`src/rtl/gpio_mask_pkg.sv`:
```
package gpio_mask_pkg;

   // Classification of one bus request.
   typedef enum logic [1:0] {
      ACC_IDLE  = 2'd0,
      ACC_DATA  = 2'd1,
      ACC_DIR   = 2'd2,
      ACC_OTHER = 2'd3
   } acc_kind_e;

endpackage

```
`src/rtl/gpio_mask_sync.sv`:
```
module gpio_mask_sync #(
   parameter int W      = 8,
   parameter int STAGES = 2
) (
   input  logic         clk,
   input  logic         rst_n,
   input  logic [W-1:0] d_async,
   output logic [W-1:0] d_sync
);

   if (STAGES == 0) begin : g_bypass
      assign d_sync = d_async;
   end else begin : g_chain
      logic [W-1:0] stg_q [STAGES];

      always_ff @(posedge clk or negedge rst_n) begin
         if (!rst_n) begin
            for (int k = 0; k < STAGES; k++) stg_q[k] <= '0;
         end else begin
            stg_q[0] <= d_async;
            for (int k = 1; k < STAGES; k++) stg_q[k] <= stg_q[k-1];
         end
      end

      assign d_sync = stg_q[STAGES-1];
   end

endmodule

```
`src/rtl/gpio_mask_regs.sv`:
```
module gpio_mask_regs #(
   parameter int NPINS = 8
) (
   input  logic             clk,
   input  logic             rst_n,
   input  logic             data_wr,
   input  logic             dir_wr,
   input  logic [NPINS-1:0] lane_mask,
   input  logic [NPINS-1:0] wr_bits,
   input  logic [NPINS-1:0] pin_sync,
   output logic [NPINS-1:0] data_q,
   output logic [NPINS-1:0] dir_q
);

   always_ff @(posedge clk or negedge rst_n) begin
      if (!rst_n)      dir_q <= '0;
      else if (dir_wr) dir_q <= wr_bits;
   end

   // One flop per pin: outputs take masked bus writes, inputs follow the pin.
   for (genvar i = 0; i < NPINS; i++) begin : g_bit
      logic nxt;

      always_comb begin
         if (!dir_q[i])                     nxt = pin_sync[i];
         else if (data_wr && lane_mask[i])  nxt = wr_bits[i];
         else                               nxt = data_q[i];
      end

      always_ff @(posedge clk or negedge rst_n) begin
         if (!rst_n) data_q[i] <= 1'b0;
         else        data_q[i] <= nxt;
      end
   end

endmodule

```
`src/rtl/gpio_mask_rdmux.sv`:
```
module gpio_mask_rdmux
   import gpio_mask_pkg::*;
#(
   parameter int NPINS  = 8,
   parameter int DATA_W = 32
) (
   input  logic              clk,
   input  logic              rst_n,
   input  logic              rd_en,
   input  acc_kind_e         kind,
   input  logic [NPINS-1:0]  lane_mask,
   input  logic [NPINS-1:0]  data_q,
   input  logic [NPINS-1:0]  dir_q,
   output logic [DATA_W-1:0] rdata
);

   logic [DATA_W-1:0] sel;

   always_comb begin
      unique case (kind)
         ACC_DATA: sel = DATA_W'(data_q & lane_mask);
         ACC_DIR:  sel = DATA_W'(dir_q);
         default:  sel = '0;
      endcase
   end

   always_ff @(posedge clk or negedge rst_n) begin
      if (!rst_n)     rdata <= '0;
      else if (rd_en) rdata <= sel;
      else            rdata <= '0;
   end

endmodule

```
`src/rtl/gpio_mask_port.sv`:
```
module gpio_mask_port
   import gpio_mask_pkg::*;
#(
   parameter int NPINS       = 8,
   parameter int ADDR_W      = 12,
   parameter int DATA_W      = 32,
   parameter int SYNC_STAGES = 2
) (
   input  logic              clk,
   input  logic              rst_n,
   input  logic              bus_valid,
   input  logic              bus_we,
   input  logic [ADDR_W-1:0] bus_addr,
   input  logic [DATA_W-1:0] bus_wdata,
   output logic [DATA_W-1:0] bus_rdata,
   input  logic [NPINS-1:0]  pin_in,
   output logic [NPINS-1:0]  pin_out,
   output logic [NPINS-1:0]  pin_state
);

   // The lane mask occupies the word-address bits directly below the window top.
   localparam int              WIN_BIT  = NPINS + 2;
   localparam logic [ADDR_W-1:0] DIR_ADDR = ADDR_W'(1) << WIN_BIT;

   if (NPINS < 1 || NPINS > 8) begin : g_bad_npins
      $error("gpio_mask_port: NPINS must be 1..8");
   end
   if (ADDR_W <= WIN_BIT) begin : g_bad_addr
      $error("gpio_mask_port: ADDR_W too small for data window and direction word");
   end
   if (DATA_W <= NPINS) begin : g_bad_data
      $error("gpio_mask_port: DATA_W must exceed NPINS");
   end

   acc_kind_e        kind;
   logic [NPINS-1:0] lane_mask;
   logic [NPINS-1:0] pin_sync;
   logic [NPINS-1:0] data_q;
   logic [NPINS-1:0] dir_q;
   logic             unused_wdata;

   assign lane_mask    = bus_addr[WIN_BIT-1:2];
   assign unused_wdata = ^bus_wdata[DATA_W-1:NPINS];

   always_comb begin
      if (!bus_valid)                          kind = ACC_IDLE;
      else if (bus_addr[ADDR_W-1:WIN_BIT] == '0) kind = ACC_DATA;
      else if (bus_addr == DIR_ADDR)           kind = ACC_DIR;
      else                                     kind = ACC_OTHER;
   end

   gpio_mask_sync #(.W(NPINS), .STAGES(SYNC_STAGES)) u_sync (
      .clk     (clk),
      .rst_n   (rst_n),
      .d_async (pin_in),
      .d_sync  (pin_sync)
   );

   gpio_mask_regs #(.NPINS(NPINS)) u_regs (
      .clk       (clk),
      .rst_n     (rst_n),
      .data_wr   (bus_we && kind == ACC_DATA),
      .dir_wr    (bus_we && kind == ACC_DIR),
      .lane_mask (lane_mask),
      .wr_bits   (bus_wdata[NPINS-1:0]),
      .pin_sync  (pin_sync),
      .data_q    (data_q),
      .dir_q     (dir_q)
   );

   gpio_mask_rdmux #(.NPINS(NPINS), .DATA_W(DATA_W)) u_rdmux (
      .clk       (clk),
      .rst_n     (rst_n),
      .rd_en     (bus_valid && !bus_we),
      .kind      (kind),
      .lane_mask (lane_mask),
      .data_q    (data_q),
      .dir_q     (dir_q),
      .rdata     (bus_rdata)
   );

   // Pins set as inputs float high on the output side.
   for (genvar i = 0; i < NPINS; i++) begin : g_out
      assign pin_out[i] = dir_q[i] ? data_q[i] : 1'b1;
   end

   assign pin_state = data_q;

endmodule

```
`config.mk`:
```
export PLATFORM = sky130hd
export DESIGN_NAME = gpio_mask_port
export DESIGN_NICKNAME = d
export VERILOG_FILES = /design/src/rtl/gpio_mask_pkg.sv /design/src/rtl/gpio_mask_sync.sv /design/src/rtl/gpio_mask_regs.sv /design/src/rtl/gpio_mask_rdmux.sv /design/src/rtl/gpio_mask_port.sv
export SDC_FILE = /design/constraint.sdc
export NUM_CORES = 1
export LEC_CHECK = 0
export BUFFER_PORTS_ARGS = -buffer_cell sky130_fd_sc_hd__buf_2
export CAP_MARGIN = 20
export CORE_MARGIN = 1.5
export CORE_UTILIZATION = 46
export CTS_CLUSTER_SIZE = 20
export DETAILED_ROUTE_END_ITERATION = 12
export PLACE_DENSITY = 0.94
export SKIP_CTS_REPAIR_TIMING = 1
export SLEW_MARGIN = 0
export SYNTH_ARGS = -nofsm -noshare
export SYNTH_HDL_FRONTEND = slang
export SYNTH_SLANG_ARGS = --single-unit
```
`constraint.sdc`:
```
create_clock -name clk -period 2.4 [get_ports clk]
set_input_delay 0.6 -clock clk [delete_from_list [all_inputs] [get_ports clk]]
set_output_delay 0.6 -clock clk [all_outputs]
set_load 0.01 [all_outputs]
```
==> results of run 1 <==
layout make-up:
type	instances	area, sq um	area share, %
clock buffers	8	90.09	4.223
inverters	16	60.06	2.815
multi-input cells	98	609.3	28.56
flip-flops and latches	40	1001	46.92
well taps	48	60.06	2.815
repair buffers	60	312.8	14.66
cell usage in the layout (no fill, tap or decap), drive strengths merged:
cell     count
a21oi        8
a31oi        8
and3b        1
and4         1
buf         60
clkbuf       8
conb        24
dfrtp       40
inv         16
mux2         8
nand2b       8
nand3        8
nand4        1
nand4bb      1
nor2         8
nor3         1
nor3b        1
nor4         1
nor4b        2
nor4bb       1
o21ai       16
cell families after synthesis:
family          after synthesis  synth area share [%]
buf+inv                      42                 14.41
flops                        40                 56.22
simple gates                 34                 12.86
compound gates               32                 9.558
mux                           8                 6.747
other cells                   1                0.2106
power by group:
group | internal [mW] | switching [mW] | total (mW)
clock network | 0.234 | 0.216 | 0.451
logic | 0.0393 | 0.0703 | 0.110
registers | 0.696 | 0.0102 | 0.706
total | 0.969 | 0.297 | 1.27
flip-flops by register name, indices dropped and copies added (netlist names):
register              cells
u_rdmux.rdata             8
u_regs.data_q             8
u_regs.dir_q              8
u_sync.d_sync             8
u_sync.g_chain.stg_q      8
per-layer routing:
layer	vias to the layer above	routed length, um	track usage [%]
met4	0	25	3.906
met1	627	1448	22.74
li1	608	-	-
met5	-	0	0
met3	3	257	6.678
met2	48	1773	28.06
per-stage QoR:
step | hold slack (ns) | std cells | cell area [sq um]
finish | 0.3499 | 270 | 2133
global route | 0.3577 | 270 | 2133
CTS | 0.3518 | 270 | 2133
detailed placement | 0.3347 | 262 | 2043
global placement | 0.3312 | 262 | 2043
floorplan | 0.3044 | 180 | 1867
worst reg2reg max path, cell delays in order, from the launching register on:
cell,delay (ns)
sky130_fd_sc_hd__dfrtp_1,0.41
sky130_fd_sc_hd__inv_1,0.07
sky130_fd_sc_hd__a31oi_1,0.15
sky130_fd_sc_hd__a21oi_1,0.08
worst max path at each step:
| stage | from | endpoint | slack, ns | cells after the start |
|---|---|---|---|---|
| 2_1_floorplan | bus_addr[6] | u_regs.dir_q[0] | 0.74 | 4 |
| 3_3_place_gp | bus_addr[6] | u_regs.dir_q[2] | 0.50 | 5 |
| 3_5_place_dp | bus_addr[6] | u_regs.dir_q[7] | 0.48 | 5 |
| 4_1_cts | u_regs.data_q[5] | pin_out[5] | 0.80 | 2 |
| 5_1_grt | u_regs.data_q[5] | pin_out[5] | 0.75 | 2 |
| 6_report | u_regs.data_q[5] | pin_out[5] | 0.81 | 2 |
==> results.txt, run 1 <==
----------------------------------------------------
[Run status]
  Status ... complete, no violations

[Final layout]
  Post-layout utilization of the core ... 57.84%
  Signed area change from the synthesized netlist to the final layout ... 19.82%
  Fill count ... 345
  Net total in the final layout ... 277
  Share of cells above drive strength 1 ... 34.68%
  Antenna diode count ... 0

[Placement]
  Final HPWL DP ... 2.561 mm
  Number of buffers added on ports ... 55
  RD Place Congestion ... 0.7636
  Post-place setup slack ... 0.4790 ns

[Worst setup path]
  Data arrival at the endpoint of the critical path ... 0.99 ns
  Max incr delay on CP ... 0.42 ns
  Destination of the worst register-to-register timing path ... u_regs.data_q[3]
  R2r worst-path depth ... 3
  Sort of element at the end of the critical path ... output port
  Combined buffer and inverter count along the critical path ... 1
  Worst path slowest cell ... sky130_fd_sc_hd__dfrtp_1
  Data required time of the worst path ... 1.80 ns
  Reg-to-reg slack, setup ... 1.57 ns
  Cell chain of the critical path ... nand2b_1, buf_2
  Maximum fanout encountered on the critical timing path ... 4
  Cell type group with the largest total delay on the critical path ... flip-flops
  Type of the worst setup path ... reg2out
  Critical Path Source Type ... flip-flop
  Worst R2R Start ... u_regs.dir_q[3]

[Timing]
  Maximum frequency from static timing analysis ... 628.1 MHz
  Total negative setup slack ... 0 ns
  Final period demand of the worst path ... 1.592 ns
  Max transition margin ... 66.60%
  Post-route clock period utilization ... 66.33%
  Transition at the pin with the smallest max-transition slack ... 0.5010 ns
  RSZ-0062 raised after global routing ... no
  Final number of max-transition violations ... 0
  Largest clock skew in the final design ... 0.002165 ns
  Number of hold violations in the final report ... 0
  Fin worst setup slack ... 0.8080 ns
  Total setup violations reported at the end of the flow ... 0

[Die]
  I/O pins ... 104
  Area of the die ... 4253 sq um
  Overall die height ... 65.22 um
  Std cell rows ... 22
  Die X ... 65.22 um
  Core footprint ... 3689 sq um
  Starting utilization of the core area ... 48.27%

[Logic synthesis]
  Main synth FF type ... sky130_fd_sc_hd__dfrtp_1
  Most frequent cells after synthesis ... sky130_fd_sc_hd__dfrtp_1 (40), sky130_fd_sc_hd__buf_4 (24), sky130_fd_sc_hd__inv_1 (16), sky130_fd_sc_hd__o21ai_0 (16)
  Seq/Total Area, Yosys ... 56.22%
  Synthesized cell area ... 1780 sq um
  Yosys top cell by area ... sky130_fd_sc_hd__dfrtp_1
  Count leader, synth ... sky130_fd_sc_hd__dfrtp_1
  Seq cells post-synth ... 40
  Mean instance size in the synthesized netlist ... 11.34 sq um
  Warnings, synthesis ... 0
  EDFF count, synth ... 0
  Library cells used by synthesis ... 22
  Main area contributors after synthesis ... sky130_fd_sc_hd__dfrtp_1 (56%), sky130_fd_sc_hd__buf_4 (10%), sky130_fd_sc_hd__mux2_4 (6.7%), sky130_fd_sc_hd__o21ai_0 (4.5%), sky130_fd_sc_hd__inv_1 (3.4%)
  Cell count after synthesis ... 157
  Area share of the largest cell type after synthesis ... 56.22%
  Fraction of registers with async set/reset ... 100.0%

[Route]
  Number of detailed-route iterations in the first pass ... 4
  Residual DRC ... 0
  Number of DRC violations after detailed-routing iteration 0 ... 73
  Vias ... 1286
  Overall routed net length ... 3.504 mm
  Average detailed-routed wire length per instance ... 12.98 um
  Routed vias/inst ... 4.763
  Post-detailed-route count of antenna-violating nets ... 0

[Global routing]
  Largest net degree at the start of global routing ... 41
  First-pass GRT wire length ... 5.589 mm
  Antenna violations before repair ... 0
  Number of global-route vias before repair ... 1159
  GRT Residual Overflow ... 0
  Gr usage total ... 17.54%

[CTS]
  Clock transition at path regs ... 0.07 ns
  Number of clock sinks ... 40
  Root Buffer ... sky130_fd_sc_hd__clkbuf_8
  Insertion delay of the later-clocked pin in the worst-skew pair ... 0.28 ns
  Maximum buffer depth of the clock tree ... 2
  H-tree depth ... 2
  Clock tree from TritonCTS ... done
  Number of buffers created by CTS ... 5

[Job]
  Count of max-cap constraint violations ... 0

[Worst hold path]
  Worst hold-check path type ... in2async

[Power and ir drop]
  Worst IR Drop VDD ... 0.3917 mV
  Overall Power ... 1.266 mW
  Static leakage ... 1.070 nW
  Power per Cell Area ... 593.5 nW/um^2

----------------------------------------------------
No activity file was read; power rests on OpenSTA's default activity.
==> inputs of run 2 (changes only) <==
--- a/config.mk
+++ b/config.mk
@@ -5,13 +5,14 @@
 export SDC_FILE = /design/constraint.sdc
 export NUM_CORES = 1
 export LEC_CHECK = 0
+export ABC_AREA = 1
 export BUFFER_PORTS_ARGS = -buffer_cell sky130_fd_sc_hd__buf_2
 export CAP_MARGIN = 20
 export CORE_MARGIN = 1.5
-export CORE_UTILIZATION = 46
+export CORE_UTILIZATION = 44
 export CTS_CLUSTER_SIZE = 20
 export DETAILED_ROUTE_END_ITERATION = 12
-export PLACE_DENSITY = 0.94
+export PLACE_DENSITY = 0.89
 export SKIP_CTS_REPAIR_TIMING = 1
 export SLEW_MARGIN = 0
 export SYNTH_ARGS = -nofsm -noshare
==> constraint.sdc (replaced) <==
create_clock -name clk -period 1.6 [get_ports clk]
set_input_delay 0.4 -clock clk [delete_from_list [all_inputs] [get_ports clk]]
set_output_delay 0.4 -clock clk [all_outputs]
set_load 0.01 [all_outputs]
==> results.txt, run 2 <==
----------------------------------------------------
[Run status]
  Status ... complete, no violations

[Die]
  Std cell rows ... 23
  Core footprint ... 4058 sq um
  Starting utilization of the core area ... 46.35%
  Area of the die ... 4675 sq um
  I/O pins ... 104
  Overall die height ... 68.38 um
  Die X ... 68.38 um

[Logic synthesis]
  Warnings, synthesis ... 0
  Seq cells post-synth ... 40
  Main synth FF type ... sky130_fd_sc_hd__dfrtp_1
  Area share of the largest cell type after synthesis ... 53.23%
  Main area contributors after synthesis ... sky130_fd_sc_hd__dfrtp_1 (53%), sky130_fd_sc_hd__nand2_1 (12%), sky130_fd_sc_hd__buf_4 (10%), sky130_fd_sc_hd__nand3_1 (5.9%), sky130_fd_sc_hd__mux2_2 (4.8%)
  Yosys top cell by area ... sky130_fd_sc_hd__dfrtp_1
  Most frequent cells after synthesis ... sky130_fd_sc_hd__nand2_1 (59), sky130_fd_sc_hd__dfrtp_1 (40), sky130_fd_sc_hd__buf_4 (25), sky130_fd_sc_hd__nand3_1 (22), sky130_fd_sc_hd__inv_1 (10)
  Mean instance size in the synthesized netlist ... 9.450 sq um
  Count leader, synth ... sky130_fd_sc_hd__nand2_1
  EDFF count, synth ... 0
  Seq/Total Area, Yosys ... 53.23%
  Cell count after synthesis ... 199
  Fraction of registers with async set/reset ... 100.0%
  Synthesized cell area ... 1881 sq um
  Library cells used by synthesis ... 19

[Worst setup path]
  Critical Path Source Type ... flip-flop
  Data arrival at the endpoint of the critical path ... 0.95 ns
  Destination of the worst register-to-register timing path ... u_regs.data_q[3]
  End point of the critical path ... pin_out[3]
  R2r worst-path depth ... 3
  Launching instance or port of the critical path ... u_regs.dir_q[3]
  Reg-to-reg slack, setup ... 0.55 ns
  Data required time of the worst path ... 1.20 ns
  Maximum fanout encountered on the critical timing path ... 6
  Worst R2R Start ... u_regs.dir_q[3]
  Sort of element at the end of the critical path ... output port
  Type of the worst setup path ... reg2out

[Placement]
  Post-place setup slack ... 0.1816 ns
  Final HPWL DP ... 2.734 mm
  RD Place Congestion ... 0.7674
  Number of buffers added on ports ... 55

[Power and ir drop]
  Switching power ... 0.4348 mW
  Power per Cell Area ... 818.5 nW/um^2
  Worst IR Drop VDD ... 0.5539 mV
  Portion of total power attributed to sequential cells ... 58.2%
  Net Sw Frac ... 23.85%
  Combinational cell fraction of total power ... 9.8%
  Static leakage ... 1.159 nW
  Share of power burned in the clock network ... 32.0%
  Internal Dissipation ... 1.388 mW

[Final layout]
  Most common cell after layout, fill and taps aside ... sky130_fd_sc_hd__nand2_1
  Share of cells above drive strength 1 ... 32.57%
  Most frequent cells in the layout ... sky130_fd_sc_hd__nand2_1 (59), sky130_fd_sc_hd__buf_2 (55), sky130_fd_sc_hd__dfrtp_1 (40)
  Signed area change from the synthesized netlist to the final layout ... 18.43%
  Post-layout utilization of the core ... 54.89%
  Net total in the final layout ... 319
  Antenna diode count ... 0

[Route]
  Average detailed-routed wire length per instance ... 12.08 um
  Number of detailed-route iterations in the first pass ... 4
  Post-detailed-route count of antenna-violating nets ... 0
  Overall routed net length ... 3.758 mm
  Number of DRC violations after detailed-routing iteration 0 ... 90
  Residual DRC ... 0
  Vias ... 1452
  Routed vias/inst ... 4.669

[Timing]
  Largest clock skew in the final design ... 0.004347 ns
  Final period demand of the worst path ... 1.354 ns
  Fin worst setup slack ... 0.2457 ns
  Total negative setup slack ... 0 ns
  Total setup violations reported at the end of the flow ... 0
  Final number of max-transition violations ... 0
  RSZ-0062 raised after global routing ... no
  Post-route clock period utilization ... 84.65%
  Number of hold violations in the final report ... 0
  Maximum frequency from static timing analysis ... 738.4 MHz

[CTS]
  Clock tree from TritonCTS ... done
  Maximum buffer depth of the clock tree ... 2
  Number of buffers created by CTS ... 5
  Number of clock sinks ... 40
  Clock transition at path regs ... 0.07 ns
  H-tree depth ... 2
  Insertion delay of the later-clocked pin in the worst-skew pair ... 0.28 ns
  Root Buffer ... sky130_fd_sc_hd__clkbuf_8

[Global routing]
  Gr usage total ... 18.42%
  Largest net degree at the start of global routing ... 23
  First-pass GRT wire length ... 6.120 mm
  Number of global-route vias before repair ... 1266
  Antenna violations before repair ... 0
  GRT Residual Overflow ... 0

[Job]
  Count of max-cap constraint violations ... 0

[Worst hold path]
  Worst hold-check path type ... in2async

----------------------------------------------------
run 2: power by group through the flow:
stage / clock (mW) / combinational (mW) / sequential (mW)
finish: 0.584 / 0.178 / 1.06
global route: 0.658 / 0.204 / 1.06
CTS: 0.614 / 0.180 / 1.06
detailed placement: 0 / 0.179 / 1.08
global placement: 0 / 0.176 / 1.08
floorplan: 0 / 0.120 / 1.08
run 2: through the flow:
stage	hold WS, ns	cell area, sq um	instances	total power [mW]
6_report	0.05148	2227	311	1.823
5_1_grt	0.07055	2227	311	1.926
3_3_place_gp	0.3316	2158	306	1.253
2_1_floorplan	0.1044	1967	222	1.201
3_5_place_dp	0.3347	2158	306	1.259
4_1_cts	0.05667	2227	311	1.855
run 2: how the worst min path moves through the flow:
stage / depth (start not counted) / end / start
2_1_floorplan: 0 / u_rdmux.rdata[0] / rst_n
3_3_place_gp: 0 / u_sync.d_sync[2] / u_sync.g_chain.stg_q[10]
3_5_place_dp: 0 / u_sync.d_sync[1] / u_sync.g_chain.stg_q[9]
4_1_cts: 1 / u_sync.g_chain.stg_q[11] / rst_n
5_1_grt: 1 / u_sync.g_chain.stg_q[11] / rst_n
6_report: 1 / u_sync.g_chain.stg_q[11] / rst_n
run 2: cells by family (layout without fill, tap and decap cells):
group	Yosys count	count (layout)	synth area share, %
simple gates	103	103	26.41
compound gates	8	8	2.129
buf+inv	39	78	13.24
flops	40	40	53.23
other cells	1	24	0.1994
mux	8	8	4.791
run 2: critical path, cell delays in order, from the launching register on:
cell and delay (ns):
sky130_fd_sc_hd__dfrtp_1 0.46, sky130_fd_sc_hd__nand2_1 0.08, sky130_fd_sc_hd__buf_2 0.14
run 2: area by class of cell:
class                   instances  area (sq um)
fillers                       385          1831
flip-flops and latches         40          1001
multi-input cells             143         716.9
repair buffers                 61         332.8
clock buffers                   5         68.82
well taps                      50         62.56
inverters                      12         45.04
run 2: layer usage:
| metal | share of wire (%) | global-route usage [%] |
|---|---|---|
| met1 | 42 | 23.73 |
| met2 | 50 | 29.00 |
| met3 | 7.1 | 5.757 |
| met4 | 0.77 | 7.000 |
| met5 | 0 | 0 |
==> inputs of run 3 (changes only) <==
==> constraint.sdc (replaced) <==
create_clock -name clk -period 1.34 [get_ports clk]
set_input_delay 0.335 -clock clk [delete_from_list [all_inputs] [get_ports clk]]
set_output_delay 0.335 -clock clk [all_outputs]
set_load 0.01 [all_outputs]
==> results.txt, run 3 (synthesized netlist as in run 2, its figures left out) <==
----------------------------------------------------
[Timing]
  Total setup violations reported at the end of the flow ... 0
  Maximum frequency from static timing analysis ... 771.3 MHz
  Largest clock skew in the final design ... 0.002957 ns
  Number of hold violations in the final report ... 0
  Post-route clock period utilization ... 96.76%
  RSZ-0062 raised after global routing ... yes
  Final period demand of the worst path ... 1.297 ns
  Final number of max-transition violations ... 0

[Worst setup path]
  Data required time of the worst path ... 1.00 ns
  Type of the worst setup path ... reg2out
  Sort of element at the end of the critical path ... output port
  Reg-to-reg slack, setup ... 0.30 ns
  Maximum fanout encountered on the critical timing path ... 6
  Data arrival at the endpoint of the critical path ... 0.96 ns
  Critical Path Source Type ... flip-flop
  R2r worst-path depth ... 3

[Die]
  Overall die height ... 68.38 um
  Area of the die ... 4675 sq um
  Std cell rows ... 23
  Core footprint ... 4058 sq um
  Die X ... 68.38 um
  I/O pins ... 104
  Starting utilization of the core area ... 46.35%

[Global routing]
  Antenna violations before repair ... 0
  Global-route track usage on met2 ... 30.70%
  GR peak layer ... met2
  Number of global-route vias before repair ... 1373
  Gr usage total ... 19.08%
  GRT Residual Overflow ... 0
  Largest net degree at the start of global routing ... 25
  First-pass GRT wire length ... 6.216 mm
  Met1 Track Usage GR ... 23.49%
  Global Route met3 Usage ... 4.770%

[Final layout]
  Antenna diode count ... 0
  Fill count ... 370
  Signed area change from the synthesized netlist to the final layout ... 23.89%
  Net total in the final layout ... 326
  Most common cell after layout, fill and taps aside ... sky130_fd_sc_hd__nand2_1
  Most frequent cells in the layout ... sky130_fd_sc_hd__nand2_1 (59), sky130_fd_sc_hd__buf_2 (54), sky130_fd_sc_hd__dfrtp_1 (36)
  Share of cells above drive strength 1 ... 36.16%
  Final design area excluding fillers ... 2330 sq um

[CTS]
  Maximum buffer depth of the clock tree ... 2
  Number of clock sinks ... 40
  Insertion delay of the later-clocked pin in the worst-skew pair ... 0.30 ns
  Number of buffers created by CTS ... 5
  Clock tree from TritonCTS ... done
  H-tree depth ... 2
  Root Buffer ... sky130_fd_sc_hd__clkbuf_8
  Clock transition at path regs ... 0.07 ns

[Power and ir drop]
  Worst IR Drop VDD ... 0.7548 mV
  Static leakage ... 1.209 nW
  Power per Cell Area ... 997.3 nW/um^2
  Overall Power ... 2.324 mW

[Job]
  Count of max-cap constraint violations ... 0

[Route]
  Post-detailed-route count of antenna-violating nets ... 0
  Vias ... 1520
  Overall routed net length ... 4.070 mm
  Average detailed-routed wire length per instance ... 12.68 um
  Residual DRC ... 0
  Number of DRC violations after detailed-routing iteration 0 ... 134
  Number of detailed-route iterations in the first pass ... 4
  Routed vias/inst ... 4.735

[Worst hold path]
  Number of stages on the worst hold path ... 1
  Worst hold-check path type ... in2reg

[Placement]
  Placed cell area ... 2186 sq um
  Final HPWL DP ... 2.906 mm
  RD Place Congestion ... 0.7814
  Number of buffers added on ports ... 55

[Run status]
  Status ... complete, no violations

----------------------------------------------------
## run 3: routing by layer
metal | up-vias | share of wire (%)
met5 | - | 0
li1 | 739 | -
met4 | 0 | 2.4
met1 | 703 | 41
met2 | 69 | 50
met3 | 9 | 6.1
## run 3: cell type report
class	count	area, sq um	share of cell area [%]
Sequential cell	40	1006	43.18
Multi-Input combinational cell	143	716.9	30.77
Timing Repair Buffer	68	406.6	17.45
Clock buffer	6	82.58	3.545
Tap cell	50	62.56	2.685
Inverter	12	45.04	1.933
Clock inverter	2	10.01	0.4296
## run 3: path summary, 6_finish.rpt
check | from | to
hold / removal | pin_in[0] | u_sync.g_chain.stg_q[8]
min in group asynchronous | rst_n | u_sync.g_chain.stg_q[10]
setup reg to reg | u_regs.dir_q[7] | u_regs.data_q[7]
max in group asynchronous | rst_n | u_regs.dir_q[4]
setup / recovery | u_regs.dir_q[3] | pin_out[3]
hold reg to reg | u_sync.g_chain.stg_q[15] | u_sync.d_sync[7]
## run 3: metrics by stage
stage                     setup TNS [ns]  hold WS [ns]  instances  worst slack, ns  utilization [%]
final                                  0        0.1359        321          0.04346            57.42
after detailed placement        -0.06164        0.2859        308         -0.01542            53.87
after global routing            -0.03434        0.1217        321         -0.02080            57.42
after CTS                              0      -0.04425        316          0.03183            56.15
after global placement                 0        0.2807        308          0.05257            53.87
after floorplan                        0       0.03941        222           0.2116                -
## run 3: where the power goes
group / switching, mW / internal (mW)
combinational: 0.143 / 0.0865
clock: 0.420 / 0.411
sequential: 0.0194 / 1.24
## run 3: critical path: stages (launching register included)
cell	delay, ns
sky130_fd_sc_hd__dfrtp_1	0.45
sky130_fd_sc_hd__nand2_1	0.09
sky130_fd_sc_hd__buf_2	0.12
